File: src/rtl/mdac_pkg.sv
package mdac_pkg;
  localparam logic [7:0] CODE_ADDR_DEF = 8'hE3;
  localparam logic [7:0] CFG_ADDR_DEF  = 8'hE4;

  // configuration byte field positions (decoded by neighbours)
  localparam int EN_BIT     = 0;
  localparam int OEN_BIT    = 1;
  localparam int LOAD_BIT   = 2;
  localparam int HS_LSB     = 3;
  localparam int HS_W       = 3;
  localparam int CFG_USED_W = 6;

  // half-scale table: evenly spaced 100 mV steps, except the top entry
  function automatic int unsigned hs_millivolts(input logic [HS_W-1:0] sel);
    if (sel == '1) return 32'd1200;
    return 32'd400 + 32'd100 * 32'(sel);
  endfunction

  // estimate in microvolts: code * mV * 1000 / 128, truncated
  function automatic int unsigned est_microvolts(input int unsigned code,
                                                 input int unsigned mv);
    int unsigned prod;
    prod = code * mv * 32'd1000;
    return prod >> 7;
  endfunction
endpackage

File: src/rtl/mdac_regs.sv
module mdac_regs
  import mdac_pkg::*;
#(
  parameter int AW = 8,
  parameter int DW = 8,
  parameter logic [AW-1:0] CODE_ADDR = CODE_ADDR_DEF,
  parameter logic [AW-1:0] CFG_ADDR  = CFG_ADDR_DEF
) (
  input  logic          clk,
  input  logic          rst_n,
  input  logic [AW-1:0] addr,
  input  logic          wr_en,
  input  logic [DW-1:0] wr_data,
  output logic [DW-1:0] rd_data,
  output logic [DW-1:0] cfg_q,
  output logic [DW-1:0] code_q,
  output logic [DW-1:0] active_q,
  output logic          load_rise
);
  localparam logic [DW-1:0] CFG_MASK = DW'((1 << CFG_USED_W) - 1);

  logic wr_code, wr_cfg;

  assign wr_code   = wr_en && (addr == CODE_ADDR);
  assign wr_cfg    = wr_en && (addr == CFG_ADDR);
  assign load_rise = wr_cfg && wr_data[LOAD_BIT] && !cfg_q[LOAD_BIT];

  always_ff @(posedge clk) begin
    if (!rst_n) begin
      cfg_q    <= '0;
      code_q   <= '0;
      active_q <= '0;
    end else begin
      if (wr_code)   code_q   <= wr_data;
      if (wr_cfg)    cfg_q    <= wr_data & CFG_MASK;
      if (load_rise) active_q <= code_q;
    end
  end

  always_comb begin
    rd_data = '0;
    if (addr == CODE_ADDR)     rd_data = code_q;
    else if (addr == CFG_ADDR) rd_data = cfg_q;
  end
endmodule

File: src/rtl/mdac_scale.sv
module mdac_scale
  import mdac_pkg::*;
#(
  parameter int DW    = 8,
  parameter int MV_W  = 11,
  parameter int OUT_W = 22
) (
  input  logic [HS_W-1:0]  hs_sel,
  input  logic [DW-1:0]    code,
  input  logic             en,
  input  logic             oen,
  output logic [MV_W-1:0]  half_scale_mv,
  output logic [OUT_W-1:0] vout_uv,
  output logic             out_live
);
  int unsigned est;

  assign half_scale_mv = MV_W'(hs_millivolts(hs_sel));
  assign est           = est_microvolts(32'(code), 32'(half_scale_mv));
  assign out_live      = en && oen;
  assign vout_uv       = out_live ? OUT_W'(est) : '0;
endmodule

File: src/rtl/mdac_ctrl.sv
module mdac_ctrl
  import mdac_pkg::*;
#(
  parameter int AW    = 8,
  parameter int DW    = 8,
  parameter int MV_W  = 11,
  parameter int OUT_W = 22
) (
  input  logic             clk,
  input  logic             rst_n,
  input  logic [AW-1:0]    addr,
  input  logic             wr_en,
  input  logic [DW-1:0]    wr_data,
  output logic [DW-1:0]    rd_data,
  output logic [DW-1:0]    active_code,
  output logic             dac_power,
  output logic             dac_connect,
  output logic [MV_W-1:0]  half_scale_mv,
  output logic [OUT_W-1:0] vout_uv
);
  logic [DW-1:0] cfg_q, code_q;
  logic          load_rise;
  logic          out_live;

  mdac_regs #(.AW(AW), .DW(DW)) u_regs (
    .clk       (clk),
    .rst_n     (rst_n),
    .addr      (addr),
    .wr_en     (wr_en),
    .wr_data   (wr_data),
    .rd_data   (rd_data),
    .cfg_q     (cfg_q),
    .code_q    (code_q),
    .active_q  (active_code),
    .load_rise (load_rise)
  );

  assign dac_power   = cfg_q[EN_BIT];
  assign dac_connect = cfg_q[OEN_BIT];

  mdac_scale #(.DW(DW), .MV_W(MV_W), .OUT_W(OUT_W)) u_scale (
    .hs_sel        (cfg_q[HS_LSB +: HS_W]),
    .code          (active_code),
    .en            (dac_power),
    .oen           (dac_connect),
    .half_scale_mv (half_scale_mv),
    .vout_uv       (vout_uv),
    .out_live      (out_live)
  );
endmodule

File: config.mk
export PLATFORM = sky130hd
export DESIGN_NAME = mdac_ctrl
export DESIGN_NICKNAME = d
export VERILOG_FILES = /design/src/rtl/mdac_pkg.sv /design/src/rtl/mdac_regs.sv /design/src/rtl/mdac_scale.sv /design/src/rtl/mdac_ctrl.sv
export SDC_FILE = /design/constraint.sdc
export NUM_CORES = 1
export LEC_CHECK = 0
export BUFFER_PORTS_ARGS = -buffer_cell sky130_fd_sc_hd__buf_2
export CORE_MARGIN = 8
export CORE_UTILIZATION = 55
export CTS_CLUSTER_DIAMETER = 80
export CTS_CLUSTER_SIZE = 14
export DETAILED_ROUTE_END_ITERATION = 6
export HOLD_SLACK_MARGIN = 0.12
export PLACE_DENSITY = 0.81
export SYNTH_ARGS = -nofsm -noshare
export SYNTH_HDL_FRONTEND = slang
export SYNTH_HIERARCHICAL = 1
export SYNTH_SLANG_ARGS = --single-unit
export TNS_END_PERCENT = 20
File: constraint.sdc
create_clock -name clk -period 8.65 [get_ports clk]
set_clock_uncertainty 0.2 [all_clocks]
set_input_delay 0.4325 -clock clk [delete_from_list [all_inputs] [get_ports clk]]
set_output_delay 0.4325 -clock clk [all_outputs]
set_load 0.02 [all_outputs]
==> flow_metrics.py <==
metrics = {
    "worst_setup_path": {
        "start_kind": "register",
        "r2r.worst_path.cells": 3,
        "slowest_stage": "fa_1",
        "r2r_start": "u_regs/cfg_q[2]",
        "worstReg2RegEnd": "u_regs/active_q[2]",
        "timing.critical_path.to_type": "primary output",
        "criticalPathCategory": "reg -> out",
        "worst-endpoint-required_ns": 8.02,
        "max_stage_delay_ns": 0.59,
        "reg2reg_setup_slack_ns": 7.26,
        "cpMostUsedCell": "fa_1",
        "critical_path_peak_fanout": 5,
        "critical_path_arrival_ns": 8.58,
    },
    "timing": {
        "timing.final.hold_violations": 0,
        "unrepaired_setup_endpoints_after_global_routing": "true",
        "timing.final.setup_violations": 11,
        "final.setup.tns_ns": -4.97,
        "clock.fmax_mhz": 109,
        "timing.final.crit_share_pct": 107,
        "slew_violations": 0,
        "layout_min_cycle_time_ns": 9.21,
        "final_critical_path_setup_slack_ns": -0.564,
        "max_slew_headroom_at_the_worst_pin_pct": 48.0,
        "slew_at_the_pin_with_the_worst_max_slew_slack_ns": 0.778,
    },
    "clock_network": {
        "cts_hold_buffers": 0,
        "cell_at_the_root_of_the_clock_tree": "clkbuf_16",
        "cts-root-to-sink-buffers": 2,
        "num_cts_buffers": 3,
        "number_of_clock_sinks_seen_by_cts": 22,
        "clock_tree_from_tritoncts": "built",
        "clk_transition_reported_paths_ns": 0.06,
        "worst_skew_pair.late_latency_ns": 0.25,
        "ctsHtreeMaxLevel": 1,
    },
    "floorplanning": {
        "initial_utilization_pct": 55.5,
        "core-area_um2": 11900,
        "fp.dieH_um": 125,
        "die-width_um": 125,
        "placement_rows": 40,
        "num_io_pins": 70,
        "die_area_um2": 15700,
    },
    "layout": {
        "n_antenna_cell": 0,
        "layout_overhead_on_the_synthesized_area_pct": 33.1,
        "mostFrequentLayoutCell": "inv_1",
        "share_of_post_route_cells_with_drive_strength_above_1_pct": 34.6,
        "final_cell_mix": "inv_1 (134), buf_4 (121), fa_1 (95)",
        "final_nets": 1131,
        "utilization_after_layout_pct": 73.9,
    },
    "drt": {
        "m1WireLength_um": 6700,
        "met3_wirelength_um": 579,
        "initialDrtViolationCount": 268,
        "met2WireLength_um": 9120,
        "route.final.wire_length_um": 16600,
        "via_density": 5.38,
        "drc": 0,
        "final_antenna_net_count": 0,
        "vias": 5724,
        "routed_wire_length_per_instance_um": 15.6,
        "detailedRoute.firstPassIterationCount": 6,
        "route.top_layer_used": "met4",
    },
    "power": {
        "cellLeakagePower_nw": 4.60,
        "seq_power_share_pct": 45.8,
        "power_report.internal_total_mw": 0.177,
        "max_rail_drop_vdd_mv": 0.0888,
        "netSwitchingPower_mw": 0.0440,
        "finalPower_mw": 0.221,
        "power_per_cell_area_nw_per_um2": 25.2,
        "power.share.clock_pct": 48.2,
        "comb_power_share_pct": 6.0,
        "netSwitchingFraction_pct": 19.9,
    },
    "worst_hold_path": {
        "hold_path_endpoint": "u_regs/code_q[6]",
        "min-delay-start": "wr_data[6]",
        "hp-class": "in -> reg",
        "hold-path-cell-count": 3,
    },
    "grt": {
        "grt_first_pass_wirelength_um": 28000,
        "grt_max_degree": 31,
        "grt.overflow.total": 0,
        "number_of_antenna_violations_at_the_first_check_in_global_routing": 0,
        "via_count_of_the_first_global_routing_pass": 6290,
        "track_usage_pct": 20.7,
    },
    "placed_design": {
        "port_buffers": 67,
        "detailedPlacementHpwl_um": 13600,
        "finalWeightedCongestion": 0.859,
        "post-place-ws_ns": -0.514,
    },
    "logic_synthesis": {
        "synthesis.area_per_instance_um2": 8.89,
        "synthesized_netlist_cell_count": 741,
        "warning_count_from_the_yosys_run": 6,
        "synth_area_um2": 6590,
    },
    "outcome": {
        "status": "finished with violations",
        "violations": "negative setup slack",
    },
    "job": {
        "max-cap-violations": 0,
    },
}
-- per-stage QoR --
stage	instance area [um^2]	instances	hold slack, ns
after floorplan	7050	742	0.247
after global placement	8220	1042	0.263
after detailed placement	8220	1042	0.276
after CTS	8670	1063	0.227
after global routing	8770	1064	0.231
final	8770	1064	0.233
-- worst max-delay path: cells and delay by family, from the launching register on --
kind	cells	cell delay [ns]
AO/OA/AOI/OAI	5	1.23
XOR/XNOR	2	0.43
adder cells (fa/ha/maj)	12	4.92
buffers and inverters	10	0.84
flip-flops	1	0.37
AND/OR/NAND/NOR	6	0.53
-- layer usage --
| layer | vias to the layer above | GRT usage [%] |
|---|---|---|
| li1 | 2735 | - |
| met1 | 2837 | 24.2 |
| met2 | 130 | 39.4 |
| met3 | 22 | 2.46 |
| met4 | 0 | 4.44 |
| met5 | - | 0 |
-- sequential cells by signal, indices dropped and copies added (netlist names) --
register / cells
u_regs/code_q: 8
u_regs/cfg_q: 6
u_regs/active_q: 8
-- how the worst max path moves through the flow --
| stage | from | to | slack [ns] |
|---|---|---|---|
| 6_report | u_regs/cfg_q[4] | vout_uv[20] | -0.56 |
| 5_1_grt | u_regs/cfg_q[4] | vout_uv[19] | -0.90 |
| 4_1_cts | u_regs/cfg_q[4] | vout_uv[19] | -0.56 |
| 3_5_place_dp | u_regs/cfg_q[4] | vout_uv[20] | -0.51 |
| 3_3_place_gp | u_regs/cfg_q[4] | vout_uv[20] | -0.25 |
| 2_1_floorplan | u_regs/cfg_q[4] | vout_uv[19] | -0.12 |
-- repair_timing --
action / in CTS / in global routing
gates cloned: 0 / 0
pin swaps: 62 / 22
setup endpoints to repair: 11 / 14
resized for setup: 56 / 20
buffers inserted: 17 / 1
-- power groups by stage --
stage | sequential, mW | combinational (mW) | clock, mW
global placement | 0.103 | 0.0122 | 0
finish | 0.101 | 0.0132 | 0.106
CTS | 0.101 | 0.0130 | 0.107
detailed placement | 0.103 | 0.0127 | 0
floorplan | 0.103 | 0.00779 | 0
global route | 0.101 | 0.0143 | 0.113
-- area by class of cell --
class                           count  area [um^2]
Sequential cell                    22          447
Tap cell                          147          184
Fill cell                         827         3090
Timing Repair Buffer              186         1260
Clock buffer                        4         88.8
Inverter                          146          551
Multi-Input combinational cell    559         6230
No activity file was read; power rests on OpenSTA's default activity.
